[config.mk]
export PLATFORM = sky130hd
export DESIGN_NAME = upd_timer
export DESIGN_NICKNAME = d
export VERILOG_FILES = /design/src/rtl/upd_timer_pkg.sv /design/src/rtl/upd_timer_regs.sv /design/src/rtl/upd_timer_presc.sv /design/src/rtl/upd_timer_cntr.sv /design/src/rtl/upd_timer_smpdiv.sv /design/src/rtl/upd_timer.sv
export SDC_FILE = /design/constraint.sdc
export NUM_CORES = 1
export LEC_CHECK = 0
export CAP_MARGIN = 20
export CELL_PAD_IN_SITES_DETAIL_PLACEMENT = 0
export CELL_PAD_IN_SITES_GLOBAL_PLACEMENT = 2
export CORE_ASPECT_RATIO = 1.2
export CORE_MARGIN = 2
export CORE_UTILIZATION = 35
export CTS_CLUSTER_DIAMETER = 150
export DETAILED_ROUTE_END_ITERATION = 6
export PLACE_DENSITY = 0.91
export SETUP_SLACK_MARGIN = 0.1
export SYNTH_ARGS = -nofsm -noshare
export SYNTH_HDL_FRONTEND = slang
export SYNTH_SLANG_ARGS = --single-unit
[constraint.sdc]
create_clock -name clk -period 5.15 [get_ports clk]
set_input_delay 1.2875 -clock clk [delete_from_list [all_inputs] [get_ports clk]]
set_output_delay 1.2875 -clock clk [all_outputs]
set_load 0.01 [all_outputs]
[src/rtl/upd_timer_pkg.sv]
package upd_timer_pkg;

  typedef enum logic [2:0] {
    RA_CTRL = 3'd0,
    RA_IEN  = 3'd1,
    RA_STAT = 3'd2,
    RA_EVG  = 3'd3,
    RA_PSC  = 3'd4,
    RA_ARV  = 3'd5
  } reg_addr_e;

  localparam int CTL_RUN  = 0;
  localparam int CTL_UOFF = 1;
  localparam int CTL_SRC  = 2;
  localparam int CTL_SHD  = 7;
  localparam int CTL_DIV  = 8;

  typedef struct packed {
    logic [1:0] div;
    logic       shadow;
    logic       src_ovf_only;
    logic       upd_off;
    logic       run;
  } ctrl_t;

  function automatic logic [31:0] ctrl_pack(input ctrl_t c);
    logic [31:0] w;
    w = '0;
    w[CTL_RUN]            = c.run;
    w[CTL_UOFF]           = c.upd_off;
    w[CTL_SRC]            = c.src_ovf_only;
    w[CTL_SHD]            = c.shadow;
    w[CTL_DIV+1:CTL_DIV]  = c.div;
    return w;
  endfunction

  function automatic ctrl_t ctrl_unpack(input logic [31:0] w);
    ctrl_t c;
    c.run          = w[CTL_RUN];
    c.upd_off      = w[CTL_UOFF];
    c.src_ovf_only = w[CTL_SRC];
    c.shadow       = w[CTL_SHD];
    c.div          = w[CTL_DIV+1:CTL_DIV];
    return c;
  endfunction

endpackage

[src/rtl/upd_timer_regs.sv]
module upd_timer_regs
  import upd_timer_pkg::*;
#(
  parameter int AW    = 3,
  parameter int CNT_W = 16,
  parameter int PSC_W = 16
) (
  input  logic             clk,
  input  logic             rst,
  input  logic             bus_valid,
  input  logic             bus_write,
  input  logic [AW-1:0]    bus_addr,
  input  logic [31:0]      bus_wdata,
  input  logic             set_flag,
  output logic [31:0]      bus_rdata,
  output ctrl_t            ctrl,
  output logic             ien,
  output logic             flag,
  output logic             irq,
  output logic [CNT_W-1:0] arr_pre,
  output logic [PSC_W-1:0] psc_pre,
  output logic             sw_gen,
  output logic             arr_wr_now
);

  logic wr_en, rd_en;
  logic hit_ctrl, hit_ien, hit_stat, hit_evg, hit_psc, hit_arv;
  ctrl_t ctrl_d;
  logic  ien_d, flag_d;
  logic [31:0] rd_mux;

  assign wr_en = bus_valid && bus_write;
  assign rd_en = bus_valid && !bus_write;

  assign hit_ctrl = bus_addr == AW'(RA_CTRL);
  assign hit_ien  = bus_addr == AW'(RA_IEN);
  assign hit_stat = bus_addr == AW'(RA_STAT);
  assign hit_evg  = bus_addr == AW'(RA_EVG);
  assign hit_psc  = bus_addr == AW'(RA_PSC);
  assign hit_arv  = bus_addr == AW'(RA_ARV);

  assign sw_gen     = wr_en && hit_evg && bus_wdata[0];
  assign arr_wr_now = wr_en && hit_arv && !ctrl.shadow;

  always_comb begin
    ctrl_d = ctrl;
    if (wr_en && hit_ctrl) ctrl_d = ctrl_unpack(bus_wdata);
    ien_d = ien;
    if (wr_en && hit_ien) ien_d = bus_wdata[0];
    flag_d = flag;
    if (wr_en && hit_stat && !bus_wdata[0]) flag_d = 1'b0;
    if (set_flag) flag_d = 1'b1;
  end

  always_comb begin
    rd_mux = '0;
    if (hit_ctrl) rd_mux = ctrl_pack(ctrl);
    if (hit_ien)  rd_mux = {31'd0, ien};
    if (hit_stat) rd_mux = {31'd0, flag};
    if (hit_psc)  rd_mux = 32'(psc_pre);
    if (hit_arv)  rd_mux = 32'(arr_pre);
  end

  always_ff @(posedge clk) begin
    if (rst) begin
      ctrl      <= '0;
      ien       <= 1'b0;
      flag      <= 1'b0;
      irq       <= 1'b0;
      arr_pre   <= '1;
      psc_pre   <= '0;
      bus_rdata <= '0;
    end else begin
      ctrl <= ctrl_d;
      ien  <= ien_d;
      flag <= flag_d;
      irq  <= flag_d && ien_d;
      if (wr_en && hit_arv) arr_pre <= bus_wdata[CNT_W-1:0];
      if (wr_en && hit_psc) psc_pre <= bus_wdata[PSC_W-1:0];
      if (rd_en) bus_rdata <= rd_mux;
    end
  end

endmodule

[src/rtl/upd_timer_presc.sv]
module upd_timer_presc #(
  parameter int PSC_W = 16
) (
  input  logic             clk,
  input  logic             rst,
  input  logic             run,
  input  logic             clr,
  input  logic             load,
  input  logic [PSC_W-1:0] psc_pre,
  output logic             tick
);

  logic [PSC_W-1:0] psc_act;
  logic [PSC_W-1:0] psc_cnt;

  assign tick = run && (psc_cnt == psc_act);

  always_ff @(posedge clk) begin
    if (rst) begin
      psc_act <= '0;
      psc_cnt <= '0;
    end else begin
      if (load) psc_act <= psc_pre;
      if (clr) psc_cnt <= '0;
      else if (run) psc_cnt <= tick ? '0 : psc_cnt + 1'b1;
    end
  end

endmodule

[src/rtl/upd_timer_cntr.sv]
module upd_timer_cntr #(
  parameter int CNT_W = 16
) (
  input  logic             clk,
  input  logic             rst,
  input  logic             tick,
  input  logic             sw_gen,
  input  logic             upd_off,
  input  logic             src_ovf_only,
  input  logic             arr_wr_now,
  input  logic [CNT_W-1:0] arr_wdata,
  input  logic [CNT_W-1:0] arr_pre,
  output logic [CNT_W-1:0] cnt_o,
  output logic [CNT_W-1:0] arr_act,
  output logic             upd_now,
  output logic             set_flag,
  output logic             upd_evt
);

  logic ovf;

  assign ovf      = tick && (cnt_o == arr_act);
  assign upd_now  = !upd_off && (sw_gen || ovf);
  assign set_flag = !upd_off && (ovf || (sw_gen && !src_ovf_only));

  always_ff @(posedge clk) begin
    if (rst) begin
      cnt_o   <= '0;
      arr_act <= '1;
      upd_evt <= 1'b0;
    end else begin
      upd_evt <= upd_now;
      if (sw_gen) cnt_o <= '0;
      else if (tick) cnt_o <= ovf ? '0 : cnt_o + 1'b1;
      if (arr_wr_now) arr_act <= arr_wdata;
      else if (upd_now) arr_act <= arr_pre;
    end
  end

endmodule

[src/rtl/upd_timer_smpdiv.sv]
module upd_timer_smpdiv #(
  parameter int DIV_W = 2
) (
  input  logic             clk,
  input  logic             rst,
  input  logic [1:0]       div,
  output logic             smp_en
);

  logic [DIV_W-1:0] phase;
  logic             en_d;

  always_comb begin
    unique case (div)
      2'b01:   en_d = phase[0];
      2'b10:   en_d = &phase[1:0];
      default: en_d = 1'b1;
    endcase
  end

  always_ff @(posedge clk) begin
    if (rst) begin
      phase  <= '0;
      smp_en <= 1'b0;
    end else begin
      phase  <= phase + 1'b1;
      smp_en <= en_d;
    end
  end

endmodule

[src/rtl/upd_timer.sv]
module upd_timer
  import upd_timer_pkg::*;
#(
  parameter int AW    = 3,
  parameter int CNT_W = 16,
  parameter int PSC_W = 16
) (
  input  logic             clk,
  input  logic             rst,
  input  logic             bus_valid,
  input  logic             bus_write,
  input  logic [AW-1:0]    bus_addr,
  input  logic [31:0]      bus_wdata,
  output logic [31:0]      bus_rdata,
  output logic [CNT_W-1:0] cnt_o,
  output logic             upd_evt,
  output logic             irq,
  output logic             smp_en
);

  ctrl_t            ctrl;
  logic             ien, flag, set_flag, sw_gen, arr_wr_now;
  logic             tick, upd_now;
  logic [CNT_W-1:0] arr_pre, arr_act;
  logic [PSC_W-1:0] psc_pre;

  upd_timer_regs #(.AW(AW), .CNT_W(CNT_W), .PSC_W(PSC_W)) u_regs (
    .clk(clk), .rst(rst),
    .bus_valid(bus_valid), .bus_write(bus_write),
    .bus_addr(bus_addr), .bus_wdata(bus_wdata),
    .set_flag(set_flag), .bus_rdata(bus_rdata),
    .ctrl(ctrl), .ien(ien), .flag(flag), .irq(irq),
    .arr_pre(arr_pre), .psc_pre(psc_pre),
    .sw_gen(sw_gen), .arr_wr_now(arr_wr_now)
  );

  upd_timer_presc #(.PSC_W(PSC_W)) u_presc (
    .clk(clk), .rst(rst), .run(ctrl.run), .clr(sw_gen),
    .load(upd_now), .psc_pre(psc_pre), .tick(tick)
  );

  upd_timer_cntr #(.CNT_W(CNT_W)) u_cntr (
    .clk(clk), .rst(rst), .tick(tick), .sw_gen(sw_gen),
    .upd_off(ctrl.upd_off), .src_ovf_only(ctrl.src_ovf_only),
    .arr_wr_now(arr_wr_now), .arr_wdata(bus_wdata[CNT_W-1:0]),
    .arr_pre(arr_pre), .cnt_o(cnt_o), .arr_act(arr_act),
    .upd_now(upd_now), .set_flag(set_flag), .upd_evt(upd_evt)
  );

  upd_timer_smpdiv #(.DIV_W(2)) u_smp (
    .clk(clk), .rst(rst), .div(ctrl.div), .smp_en(smp_en)
  );

endmodule

# ---- Yosys cells after proc, flatten, opt, wreduce, memory -nomap -nowiden
# Cells that the tools add are included.
dict set report op_classes {
  n_eq_ne 9
  n_mux 13
  addsub 3
  reduce_logical 28
}
# cell n
set op_table {}
lappend op_table {{two-way mux 16 bit} 6}
lappend op_table {{adder 16 x 1 -> 16 bit, second input constant} 2}
lappend op_table {{== test 16 bit} 2}
lappend op_table {{two-way mux 10 bit} 3}
lappend op_table {{logical AND 1 bit} 17}
lappend op_table {{== test 3 x 2 -> 1 bit, second input constant} 2}
lappend op_table {{== test 3 bit, second input constant} 2}
lappend op_table {{zero test 1 bit} 5}
lappend op_table {{== test 3 x 1 -> 1 bit, second input constant} 1}
lappend op_table {{zero test 3 bit} 1}
lappend op_table {{two-way mux 1 bit} 3}
lappend op_table {{adder 2 x 1 -> 2 bit, second input constant} 1}
lappend op_table {{== test 2 x 1 -> 1 bit, second input constant} 1}
lappend op_table {{== test 2 bit, second input constant} 1}
lappend op_table {{logical OR 1 bit} 2}
lappend op_table {{one-hot mux 1 bit (2 select lines)} 1}
lappend op_table {{AND reduction 2 bit} 1}
lappend op_table {{nonzero test 2 bit} 1}
lappend op_table {{OR reduction 2 bit} 1}
dict set report word_totals {
  ff_bits 141
  elab_cells 71
  input_bits 39
}

# ---- Longest topological paths before layout
# Gate-level depths: netlist of run 1.
dict set report depth {
  word_depth 8
  ltp_mapped 9
  ltp_nobuf 6
}

# ---- By module
# A second synthesis of run 1 with hierarchy kept.
dict set report unflattened {
  cells_unflattened 709
  hier_area_um2 6123.4
}
# module area_each_um2 cells_each instances
set modules_own_cells {}
lappend modules_own_cells {upd_timer_regs 2463.6 273 1}
lappend modules_own_cells {upd_timer_cntr 2089.5 273 1}
lappend modules_own_cells {upd_timer_presc 1436.4 151 1}
lappend modules_own_cells {upd_timer_smpdiv 133.9 12 1}

# ---- Worst setup path before layout of run 1
# No wires, ideal clock.
dict set report synth_path {
  kind {input-to-reg}
  start {in bus_addr[1]}
  end {reg u_cntr.arr_act[0]}
  setup_time_ps 122
  required_time_ps 5028
  path_slack_ps 1937
  path_stages 7
  n_path_buf 3
  t_arrival_ps 3091
  cell_sequence {clkbuf_1 > or2_2 > clkbuf_1 > nor3_1 > clkbuf_1 > a21oi_1 > a221o_1}
}
dict set report synth_between {
  elab_chain_len 6
  word_cells_on_any_way 10
  cone_classes {eq/ne: 2; mux: 1; reduce/logical: 7}
}
# element line
set synth_lines {}
lappend synth_lines {{start: declaration} upd_timer.sv:12} ;# input logic [AW-1:0] bus_addr,
lappend synth_lines {{== test 3 x 2 -> 1 bit} upd_timer_regs.sv:38} ;# assign hit_evg = bus_addr == AW'(RA_EVG);
lappend synth_lines {{logical AND 1 bit (2 in a row)} upd_timer_regs.sv:42} ;# assign sw_gen = wr_en && hit_evg && bus_wdata[0];
lappend synth_lines {{logical OR 1 bit} upd_timer_cntr.sv:23} ;# assign upd_now = !upd_off && (sw_gen || ovf);
lappend synth_lines {{logical AND 1 bit} upd_timer_cntr.sv:23}
lappend synth_lines {{nonzero test 2 bit (no line)} -}
lappend synth_lines {{end signal: assignment} upd_timer_cntr.sv:35} ;# if (arr_wr_now) arr_act <= arr_wdata;
lappend synth_lines {{end signal: assignment} upd_timer_cntr.sv:36} ;# else if (upd_now) arr_act <= arr_pre;
lappend synth_lines {{end: declaration} upd_timer_cntr.sv:14} ;# output logic [CNT_W-1:0] arr_act,
# Parallel ways exist; a longest one is shown, timed or not.
# A chain may end at the register's enable or synchronous reset.

# ---- Final worst setup path of run 1
dict set report layout_path {
  start {in bus_addr[1]}
  end {reg u_regs.irq}
}
dict set report layout_between {
  elab_chain_len 8
  word_cells_on_any_way 15
  cone_classes {eq/ne: 3; mux: 3; reduce/logical: 9}
}
# element line
set layout_lines {}
lappend layout_lines {{== test 3 x 2 -> 1 bit} upd_timer_regs.sv:38}
lappend layout_lines {{logical AND 1 bit (2 in a row)} upd_timer_regs.sv:42}
lappend layout_lines {{logical AND 1 bit} upd_timer_cntr.sv:24} ;# assign set_flag = !upd_off && (ovf || (sw_gen && !src_ovf_only));
lappend layout_lines {{logical OR 1 bit} upd_timer_cntr.sv:24}
lappend layout_lines {{logical AND 1 bit} upd_timer_cntr.sv:24}
lappend layout_lines {{two-way mux 1 bit} upd_timer_regs.sv:52} ;# if (set_flag) flag_d = 1'b1;
lappend layout_lines {{logical AND 1 bit (*)} upd_timer_regs.sv:77} ;# irq <= flag_d && ien_d;
lappend layout_lines {{end signal: assignment} upd_timer_regs.sv:77}
lappend layout_lines {{end: declaration} upd_timer_regs.sv:19} ;# output logic irq,
# Mark *: on every way between the ends. The rest lies on a longest branch, timed or not.

==> summary.txt, run 1 <==
Status
  – Run status: complete, no violations

Detailed routing
  – Via count normalized by instance count: 5.29
  – Antenna violation net count after detailed routing: 0
  – Count of vias placed by the detailed router: 4969
  – Highest metal layer used by the detailed router: met4
  – Met1 layer wirelength in the final routing: 7550 um
  – Number of detailed-route iterations in the first pass: 4
  – Detailed-routed wire length on met3: 805 um
  – Met2 layer wire length in the routed design: 7640 um
  – DRC violation count after routing: 0
  – Routed len/inst: 17.3 um
  – Initial DRC Count: 333
  – Drt total wl: 16300 um

Timing
  – Setup repair after global routing missed its margin: false
  – Final cycle utilization of the critical path: 68.7%
  – Post-layout min period: 3540 ps
  – Actual transition at the worst max-transition pin: 999 ps
  – Worst setup skew after layout: 12.6 ps
  – Finish-stage setup viols: 0
  – Worst max-slew margin expressed relative to the limit: 33.0%
  – Total count of hold-check failures in the final report: 0
  – Max Clk Rate: 283 MHz
  – Setup tns final: 0 ps
  – Pins Over Slew Limit: 0

Worst setup path
  – Worst reg-to-reg path cell count: 3
  – Data arrival, critical path: 3900 ps
  – Number of cells on the critical path: 8
  – Crit-path leading delay family: simple AND/OR/NAND/NOR gates
  – Worst Setup Start Kind: primary input
  – Library cell contributing the largest single delay on the critical path: clkdlybuf4s50_1
  – Crit. End Element: flop
  – CP max FO: 11
  – Worst setup path startpoint: bus_addr[1]
  – Critical-path cell list: clkdlybuf4s50_1, nand3_1, nand4bb_1, nor2_1, buf_4, inv_1, o221ai_1, and2_1
  – Crit path required time: 5510 ps
  – Worst reg2reg path startpoint: u_regs.ctrl[1]
  – Critical register-to-register path endpoint: u_cntr.arr_act[14]
  – CP bufs+invs: 3
  – R2R Setup Slk: 2450 ps
  – Crit Path Class: in2reg
  – Biggest cell delay along the critical path: 610 ps
  – Capturing element of the worst setup path: u_regs.irq

Die
  – Io pins: 90
  – Floorplan Core Area: 16300 um^2
  – Core Rows: 51
  – Die Span X: 122 um
  – Initial Utilization: 35.9%
  – DIE HEIGHT: 146 um
  – Area enclosed by the die boundary: 17800 um^2

Pwr
  – Overall power: 0.00230 W
  – Cell Pwr Density: 323 nW/um^2
  – Leakage: 2.64 nW
  – Maximum vdd ir drop: 0.199 mV

Run
  – Max-capacitance violation count: 0

GRT
  – Pin count of the biggest net entering global routing: 72
  – Global-route wire length before repair: 26300 um
  – Total overflow reported by the global router: 0
  – Number of antenna violations at the first check in global routing: 0
  – Total routing usage reported by global routing: 19.1%
  – Vias in the first global route: 4814

CTS
  – Cts-stage hold buffer count: 0
  – Worst skew pair latency: 420 ps
  – Clock Sink Count: 125
  – Clock tree from TritonCTS: yes
  – Number of buffers on the longest clock path: 2
  – Maximum level of the CTS H-tree: 4
  – CTS buffer count: 17
  – Clk slew on worst S/H paths: 50 ps
  – Clock tree root driver cell: clkbuf_16
  – Number of setup buffers added after CTS: 0
  – Count of instances resized after the clock tree is built: 0

Synth
  – Yosys Warn Count: 0
  – Synthesized instance count: 672
  – Post-synthesis instance area: 5850 um^2
  – Seq/Total Area, Yosys: 42.8%
  – Post-synth top area share: 42.8%
  – Post-synth EDFFs: 0
  – Cells taking the most area after synthesis: dfxtp_1 (43%), xor2_1 (5.8%), nand2_1 (4.9%), a221o_1 (4.4%), nor2_1 (4.0%)
  – #FFs+latches synth: 125
  – Post-synthesis cell type with the largest combined area: dfxtp_1
  – Post-synth top flop: dfxtp_1
  – Mean cell area of the mapped netlist: 8.70 um^2
  – Number of distinct library cells after synthesis: 49
  – Share of flip-flops with an asynchronous set or reset: 0%

Layout
  – Synthesis-to-finish area growth: 21.8%
  – Fraction of final layout cells sized beyond drive strength 1: 10.9%
  – Number of antenna cells inserted: 0
  – Post-layout nets: 760
  – Filler-free cell count of the finished design: 940

Placed design
  – Weighted congestion at the end of routability-driven global placement: 0.800
  – Number of input and output port buffers inserted: 57
  – Post-Place Cells: 909
  – Detailed placer's ending HPWL: 11500 um

Hold path
  – Path class of the lowest-slack min-delay path: reg2reg
-- through the flow --
step,hold slack (ps),util (%),instance area (um^2),setup WS [ps]
after CTS,460,43.8,7130,1660
final,453,43.8,7130,1610
after global placement,431,40.2,6540,1240
after global routing,491,43.8,7130,1420
after detailed placement,442,40.2,6540,1200
after floorplan,417,-,5910,1940
-- sequential cells by signal, indices dropped and copies added, names as in the netlist, 2 cells and up --
name / flops
u_regs.bus_rdata: 16
u_cntr.arr_act: 16
u_smp.phase: 2
u_cntr.cnt_o: 16
u_presc.psc_cnt: 16
u_regs.arr_pre: 16
u_presc.psc_act: 16
u_regs.ctrl: 6
u_regs.psc_pre: 16
-- cell type report --
cell class | instances | area (um^2)
fill | 1589 | 9150
multi-input combinational | 496 | 3090
sequential | 125 | 2500
timing repair buffer | 68 | 648
clock buffer | 24 | 502
tap | 212 | 265
clock inverter | 7 | 85.1
inverter | 8 | 30.0
-- layout by cell type (no fill, tap or decap), types with 15 or more instances in the layout --
cell,instances
o21ai_0,33
dfxtp_1,125
nand2_1,77
and3_1,18
a21oi_1,43
conb_1,16
a21bo_2,16
clkbuf_16,17
xor2_1,39
nand3_1,42
nor2_1,62
a22oi_1,15
a221o_1,26
clkdlybuf4s50_1,56
-- routing by layer --
metal | track usage, % | up-vias
li1 | - | 2433
met1 | 25.9 | 2389
met2 | 29.2 | 127
met3 | 5.13 | 20
met4 | 6.61 | 0
met5 | 0 | -
-- kinds of logic (layout without fill, tap and decap cells) --
| family | after synthesis | after routing | share of synthesized area (%) |
|---|---|---|---|
| flip-flops | 125 | 125 | 42.8 |
| AND/OR/NAND/NOR | 253 | 253 | 20.7 |
| AO/OA/AOI/OAI | 145 | 145 | 17.5 |
| buffers and inverters | 66 | 107 | 5.43 |
| XOR/XNOR | 53 | 53 | 8.06 |
| multiplexers | 24 | 24 | 4.32 |
| other | 1 | 16 | 0.0641 |
| adder cells (fa/ha/maj) | 5 | 5 | 1.07 |
-- worst min path at each step --
stage                    from  slack (ps)  depth (start not counted)        endpoint
2_1_floorplan  u_smp.phase[0]         420                          1  u_smp.phase[0]
3_3_place_gp   u_smp.phase[0]         430                          1  u_smp.phase[0]
3_5_place_dp   u_smp.phase[0]         440                          1  u_smp.phase[0]
4_1_cts        u_smp.phase[0]         460                          1  u_smp.phase[0]
5_1_grt        u_smp.phase[0]         490                          1  u_smp.phase[0]
6_report       u_smp.phase[0]         450                          1  u_smp.phase[0]
-- power by group --
part / total, W / internal, W / leakage [nW] / switching [W]
logic: 0.000126 / 0.0000505 / 1.34 / 0.0000755
clock network: 0.00119 / 0.000769 / 0.296 / 0.000418
registers: 0.000992 / 0.000981 / 1.01 / 0.0000114
-- Yosys cell counts (all sizes together), types with 7 or more instances --
cell type,instances
a21bo,16
a21oi,43
a221o,26
a22oi,15
and3,20
buf,21
clkbuf,37
dfxtp,125
mux2,10
mux2i,14
nand2,77
nand3,44
nand4,7
nor2,62
nor3,7
nor4,8
o21ai,33
or3,9
xnor2,13
xor2,40
(Power assumes the default switching activity.)
==> run 2, diff against run 1 <==
CORE_UTILIZATION = 29   (was 35)
PLACE_DENSITY = 0.81   (was 0.91)
clock period = 3.15 ns   (was 5.15 ns; I/O delays follow)
==> run 2 against run 1 <==
Clock-buffer cell count down 3. Utilization decreased by 6.8 points. Wire length is 8.6% higher. First-iteration DRC count is 25% higher. Sequential cell count unchanged. Combinational power grew 73%. Critical path depth is 2 lower. Final area grew 2.3%. Sequential share of layout area decreased by 0.78 points. Via count up 2.6%.
==> summary.txt, run 2 (synthesis gave the netlist of run 1 again) <==
Placed design
  – Detailed placer's ending HPWL: 12900 um (+12%)
  – Number of input and output port buffers inserted: 57 (unchanged)
  – Weighted congestion at the end of routability-driven global placement: 0.819 (+2.4%)
  – Place WS: 101 ps (-1100 ps)
  – Dpl cell area: 6690 um^2 (+2.3%)

Timing
  – Setup repair after global routing missed its margin: false
  – Pins Over Slew Limit: 0 (unchanged)
  – Post-layout min period: 2630 ps
  – Max Clk Rate: 381 MHz
  – Actual transition at the worst max-transition pin: 862 ps (-137 ps)
  – Worst setup skew after layout: 9.02 ps (-3.61 ps)
  – Final cycle utilization of the critical path: 83.4%
  – Finish-stage setup viols: 0 (unchanged)
  – Worst max-slew margin expressed relative to the limit: 42.6% (+9.5 points)
  – Crit path setup slack, layout: 522 ps (-1090 ps)
  – Total count of hold-check failures in the final report: 0 (unchanged)
  – Setup tns final: 0 ps (unchanged)

Layout
  – Final non-filler cell area: 7290 um^2 (+2.3%)
  – Post-layout nets: 771 (+1.4%)
  – Synthesis-to-finish area growth: 24.6%
  – Commonest cells after routing, fill and taps aside: dfxtp_1 (125), nand2_1 (77), nor2_1 (62)
  – Sequential cell area: 2500 um^2 (unchanged)
  – Commonest non-fill, non-tap cell in the layout: dfxtp_1
  – Number of antenna cells inserted: 0 (unchanged)
  – Number of fillers in the final layout: 2006 (+26%)
  – Fraction of final layout cells sized beyond drive strength 1: 12.3% (+1.4 points)
  – Footprint of the multi-input gates: 3090 um^2 (unchanged)

CTS
  – Number of buffers on the longest clock path: 2 (unchanged)
  – Clk slew on worst S/H paths: 50 ps (about the same)
  – Maximum level of the CTS H-tree: 4 (unchanged)
  – Clock Sink Count: 125 (unchanged)
  – Count of instances resized after the clock tree is built: 0 (unchanged)
  – Number of setup buffers added after CTS: 0 (unchanged)
  – Clock tree from TritonCTS: yes
  – Clock tree root driver cell: clkbuf_16
  – Cts-stage hold buffer count: 0 (unchanged)
  – Worst skew pair latency: 420 ps (about the same)
  – CTS buffer count: 17 (unchanged)

Worst setup path
  – Library cell contributing the largest single delay on the critical path: clkdlybuf4s50_1
  – Crit path required time: 3450 ps (-2060 ps)
  – Worst reg-to-reg path cell count: 6 (+3)
  – Crit. End Element: flop
  – R2R Setup Slk: 530 ps (-1920 ps)
  – Biggest cell delay along the critical path: 500 ps (-110 ps)
  – Worst reg2reg path startpoint: u_presc.psc_cnt[0]
  – Critical register-to-register path endpoint: u_cntr.cnt_o[15]
  – Worst Setup Start Kind: primary input
  – Critical-path cell list: clkdlybuf4s50_1, nand3_1, nor4bb_1, o21ai_0, a221o_1, o32a_1
  – Data arrival, critical path: 2930 ps (-970 ps)
  – CP bufs+invs: 1 (-2)
  – Crit Path Class: in2reg
  – Crit-path leading delay family: compound AO/OA/AOI/OAI gates
  – CP max FO: 6 (-5)
  – Number of cells on the critical path: 6 (-2)

Detailed routing
  – Drt total wl: 17700 um (+8.6%)
  – DRC violation count after routing: 0 (unchanged)
  – Number of detailed-route iterations in the first pass: 5 (+1)
  – Count of vias placed by the detailed router: 5097 (+2.6%)
  – Initial DRC Count: 416 (+25%)
  – Routed len/inst: 17.7 um (+2.0%)
  – Antenna violation net count after detailed routing: 0 (unchanged)
  – Via count normalized by instance count: 5.09 (-3.7%)

Die
  – Floorplan Core Area: 19700 um^2 (+21%)
  – DIE HEIGHT: 160 um (+9.6%)
  – Die Span X: 134 um (+9.5%)
  – Initial Utilization: 29.7% (-6.2 points)
  – Core Rows: 56 (+9.8%)
  – Area enclosed by the die boundary: 21300 um^2 (+20%)
  – Io pins: 90 (unchanged)

GRT
  – Total overflow reported by the global router: 0 (unchanged)
  – Pin count of the biggest net entering global routing: 47 (-35%)
  – Total routing usage reported by global routing: 16.8% (-2.3 points)
  – Vias in the first global route: 5042 (+4.7%)
  – Global-route wire length before repair: 27800 um (+5.6%)
  – Number of antenna violations at the first check in global routing: 0 (unchanged)

Pwr
  – Sw Pwr: 0.000861 W (+71%)
  – Sequential group share of total power: 42.3% (-0.8 points)
  – Maximum vdd ir drop: 0.371 mV (+87%)
  – Switching share of power: 22.5% (+0.58 points)
  – Cell Int Power: 0.00297 W (+65%)
  – Part of the total power dissipated in combinational logic: 5.7% (+0.2 points)
  – Power share of the clock group: 52.0% (+0.5 points)
  – Leakage: 2.69 nW (+1.7%)
  – Cell Pwr Density: 526 nW/um^2 (+63%)

Hold path
  – Path class of the lowest-slack min-delay path: reg2reg
  – Instance count along the most critical hold path: 1 (unchanged)
  – Critical hold path startpoint: u_smp.phase[0]
  – Worst Hold Endpoint: u_smp.phase[0]

Status
  – Run status: complete, no violations

Run
  – Max-capacitance violation count: 0 (unchanged)
## run 2: changes by cell type in the layout (fill, tap and decap cells not counted), sizes merged
cell,before,now
buf,12,23
bufinv,2,3
clkbuf,24,21
clkinvlp,0,3
## run 2: how the worst max path moves through the flow
stage | start | to | slack, ps
floorplan | bus_addr[1] | u_cntr.arr_act[10] | 440
global placement | bus_valid | u_cntr.arr_act[3] | 140
detailed placement | bus_valid | u_cntr.arr_act[4] | 100
CTS | u_presc.psc_cnt[0] | u_cntr.cnt_o[15] | 500
global route | bus_valid | u_cntr.arr_act[4] | 300
finish | bus_valid | u_cntr.arr_act[4] | 520
## run 2: metal layers
| metal | vias up | wire length, um | global-route usage, % |
|---|---|---|---|
| li1 | 2458 | - | - |
| met4 | 0 | 535 | 8.22 |
| met1 | 2440 | 8060 | 22.2 |
| met3 | 33 | 934 | 3.69 |
| met2 | 166 | 8150 | 26.0 |
| met5 | - | 0 | 0 |
## run 2: worst register-to-register path: cells and delay by family (launching register included)
kind / cells / cell delay, ps
compound gates: 1 / 140
xor+xnor: 1 / 100
flops: 1 / 430
simple gates: 4 / 1880
## run 2: stage by stage
stage               total power [W]  utilization [%]  hold WS, ps  std cells
floorplan                   0.00178                -          417        687
global route                0.00396             37.0          465       1001
global placement            0.00187             33.9          431        968
detailed placement          0.00187             34.0          440        969
finish                      0.00383             37.0          444       1001
CTS                         0.00387             37.0          453       1001
## run 2: power by group through the flow
stage / Clock, W / Sequential (W) / Combinational [W]
6_report: 0.00199 / 0.00162 / 0.000218
5_1_grt: 0.00210 / 0.00162 / 0.000236
4_1_cts: 0.00203 / 0.00162 / 0.000218
3_5_place_dp: 0 / 0.00166 / 0.000216
3_3_place_gp: 0 / 0.00166 / 0.000213
2_1_floorplan: 0 / 0.00165 / 0.000131
## run 2: area by class of cell
type | instances | share of cell area [%]
Timing Repair Buffer | 79 | 10.1
Clock inverter | 11 | 1.94
Clock buffer | 21 | 6.32
Inverter | 8 | 0.412
Sequential cell | 125 | 34.3
Multi-Input combinational cell | 496 | 42.4
Tap cell | 261 | 4.48
==> run 3, diff against run 2 <==
CORE_UTILIZATION = 33   (was 29)
PLACE_DENSITY = 0.87   (was 0.81)
clock period = 2.6 ns   (was 3.15 ns; I/O delays follow)
==> run 3 against run 2 <==
Wire length is 5.3% lower. Combinational power rose by 26%. Sequential power rose by 22%. Utilization increased by 5.6 points. Clock-buffer cell count decreased by 1. Global-route usage is 1.5 points higher. Via count down 0.26%. Final area rose by 2.1%. Die area shrank 12%. Sequential cell count unchanged. Largest cell class unchanged.
==> summary.txt, run 3 (synthesis gave the netlist of run 1 again) <==
Timing
  – Crit path setup slack, layout: 104 ps (-418 ps)
  – Final hold slack: 447 ps (+2.75 ps)
  – Max Clk Rate: 401 MHz
  – Worst setup skew after layout: 16.1 ps (+7.05 ps)
  – Actual transition at the worst max-transition pin: 950 ps (+88.6 ps)
  – Finish-stage setup viols: 0 (unchanged)
  – Post-layout min period: 2500 ps
  – Worst max-slew margin expressed relative to the limit: 36.7% (-5.9 points)
  – Setup repair after global routing missed its margin: true
  – Final cycle utilization of the critical path: 96.0%
  – Total count of hold-check failures in the final report: 0 (unchanged)
  – Pins Over Slew Limit: 0 (unchanged)

Worst setup path
  – Worst Setup Start Kind: primary input
  – Crit Path Class: in2reg
  – Worst reg2reg path startpoint: u_presc.psc_cnt[7]
  – R2R Setup Slk: 270 ps (-260 ps)
  – Crit. End Element: flop
  – Most numerous cell on the critical path: buf_4
  – CP max FO: 13 (+7)
  – Library cell contributing the largest single delay on the critical path: a21oi_1
  – Critical-path cell list: clkdlybuf4s50_1, buf_4, nand2_1, nor3_2, buf_4, a21oi_1, a221o_1
  – Biggest cell delay along the critical path: 740 ps (+240 ps)
  – Crit-path leading delay family: buffers and inverters
  – Critical register-to-register path endpoint: u_cntr.arr_act[9]
  – Worst reg-to-reg path cell count: 7 (+1)
  – Data arrival, critical path: 2860 ps (-70 ps)
  – CP bufs+invs: 3 (+2)
  – Crit path required time: 2970 ps (-480 ps)

Layout
  – Number of antenna cells inserted: 0 (unchanged)
  – Final non-filler cell area: 7440 um^2 (+2.1%)
  – Post-layout nets: 784 (+1.7%)
  – Fraction of final layout cells sized beyond drive strength 1: 14.7% (+2.4 points)
  – Commonest cells after routing, fill and taps aside: dfxtp_1 (125), nand2_1 (77), nor2_1 (62)
  – Synthesis-to-finish area growth: 27.2%
  – Filler-free cell count of the finished design: 973 (-2.8%)
  – Number of fillers in the final layout: 1703 (-15%)
  – Commonest non-fill, non-tap cell in the layout: dfxtp_1

Pwr
  – Leakage: 2.78 nW (+3.5%)
  – Overall power: 0.00474 W (+24%)
  – Cell Pwr Density: 637 nW/um^2 (+21%)
  – Maximum vdd ir drop: 0.374 mV (+0.85%)

Die
  – Floorplan Core Area: 17400 um^2 (-11%)
  – Core Rows: 53 (-5.4%)
  – Die Span X: 126 um (-6.1%)
  – Io pins: 90 (unchanged)
  – DIE HEIGHT: 150 um (-6.1%)
  – Initial Utilization: 33.5% (+3.8 points)
  – Area enclosed by the die boundary: 18800 um^2 (-12%)

Detailed routing
  – DRC violation count after routing: 0 (unchanged)
  – Via count normalized by instance count: 5.23 (+2.6%)
  – Routed len/inst: 17.2 um (-2.5%)
  – Antenna violation net count after detailed routing: 0 (unchanged)
  – Number of detailed-route iterations in the first pass: 4 (-1)
  – Count of vias placed by the detailed router: 5084 (-0.26%)
  – Initial DRC Count: 317 (-24%)
  – Drt total wl: 16700 um (-5.3%)

Run
  – Max-capacitance violation count: 0 (unchanged)

CTS
  – Number of setup buffers added after CTS: 0 (unchanged)
  – CTS buffer count: 17 (unchanged)
  – Number of buffers on the longest clock path: 2 (unchanged)
  – Clock tree from TritonCTS: yes
  – Clock tree root driver cell: clkbuf_16
  – Worst skew pair latency: 430 ps (about the same)
  – Clk slew on worst S/H paths: 50 ps (about the same)
  – Cts-stage hold buffer count: 0 (unchanged)
  – Maximum level of the CTS H-tree: 4 (unchanged)
  – Clock Sink Count: 125 (unchanged)

Hold path
  – Critical hold path startpoint: u_smp.phase[0]
  – Instance count along the most critical hold path: 1 (unchanged)
  – Worst Hold Endpoint: u_smp.phase[0]
  – Path class of the lowest-slack min-delay path: reg2reg

GRT
  – Global-route wire length before repair: 26700 um (-3.7%)
  – Pin count of the biggest net entering global routing: 44 (-6.4%)
  – Vias in the first global route: 4955 (-1.7%)
  – Total routing usage reported by global routing: 18.3% (+1.5 points)
  – Number of antenna violations at the first check in global routing: 0 (unchanged)
  – Total overflow reported by the global router: 0 (unchanged)

Placed design
  – Weighted congestion at the end of routability-driven global placement: 0.854 (+4.2%)
  – Detailed placer's ending HPWL: 12300 um (-4.9%)
  – Place WS: -353 ps (-454 ps)
  – Post-Place Cells: 941 (-2.9%)
  – Number of input and output port buffers inserted: 57 (unchanged)
  – Dpl cell area: 6780 um^2 (+1.3%)

Status
  – Run status: complete, no violations
## run 3: cell types whose count changed in the layout (fill, tap and decap cells not counted), sizes merged
| cell | previous run | this run |
|---|---|---|
| buf | 23 | 36 |
| bufinv | 3 | 4 |
| clkbuf | 21 | 20 |
## run 3: report_power, final
part / leakage [nW] / switching, W / internal, W / total, W
logic: 1.47 / 0.000155 / 0.000120 / 0.000275
clock network: 0.302 / 0.000853 / 0.00164 / 0.00250
registers: 1.01 / 0.0000231 / 0.00194 / 0.00197
total: 2.78 / 0.00103 / 0.00371 / 0.00474
## run 3: routing by layer
layer / routed length [um] / global-route usage, % / vias up
met2: 8190 / 30.4 / 107
met3: 639 / 3.65 / 23
met1: 7550 / 23.2 / 2471
met5: 0 / 0 / -
li1: - / - / 2483
met4: 373 / 7.67 / 0
## run 3: worst max-delay path by stage
stage / start / to / slack [ps] / cells after the start
after floorplan: bus_addr[1] / u_cntr.arr_act[10] / 140 / 7
after global placement: bus_valid / u_cntr.arr_act[6] / -330 / 7
after detailed placement: bus_valid / u_cntr.arr_act[4] / -350 / 7
after CTS: u_presc.psc_cnt[4] / u_cntr.arr_act[14] / 150 / 6
after global routing: u_cntr.cnt_o[2] / u_cntr.arr_act[9] / 30 / 6
final: bus_addr[2] / u_cntr.arr_act[9] / 100 / 7
## run 3: cell type report
cell class | instances | area, um^2 | share of cell area (%)
Sequential cell | 125 | 2500 | 33.6
Multi-Input combinational cell | 496 | 3130 | 42.1
Inverter | 8 | 30.0 | 0.404
Clock inverter | 12 | 168 | 2.25
Tap cell | 220 | 275 | 3.70
Clock buffer | 20 | 457 | 6.14
Timing Repair Buffer | 92 | 873 | 11.7
## run 3: per-stage QoR
| step | setup TNS (ps) | utilization, % |
|---|---|---|
| final | 0 | 42.7 |
| after global routing | 0 | 42.7 |
| after CTS | 0 | 42.4 |
| after detailed placement | -4150 | 38.9 |
| after global placement | -7650 | 38.8 |
| after floorplan | 0 | - |
## run 3: what timing repair did
action                                 CTS  global route
setup endpoints to repair                1            36
endpoints found under the hold margin    0             0
gates resized for setup                  1             7
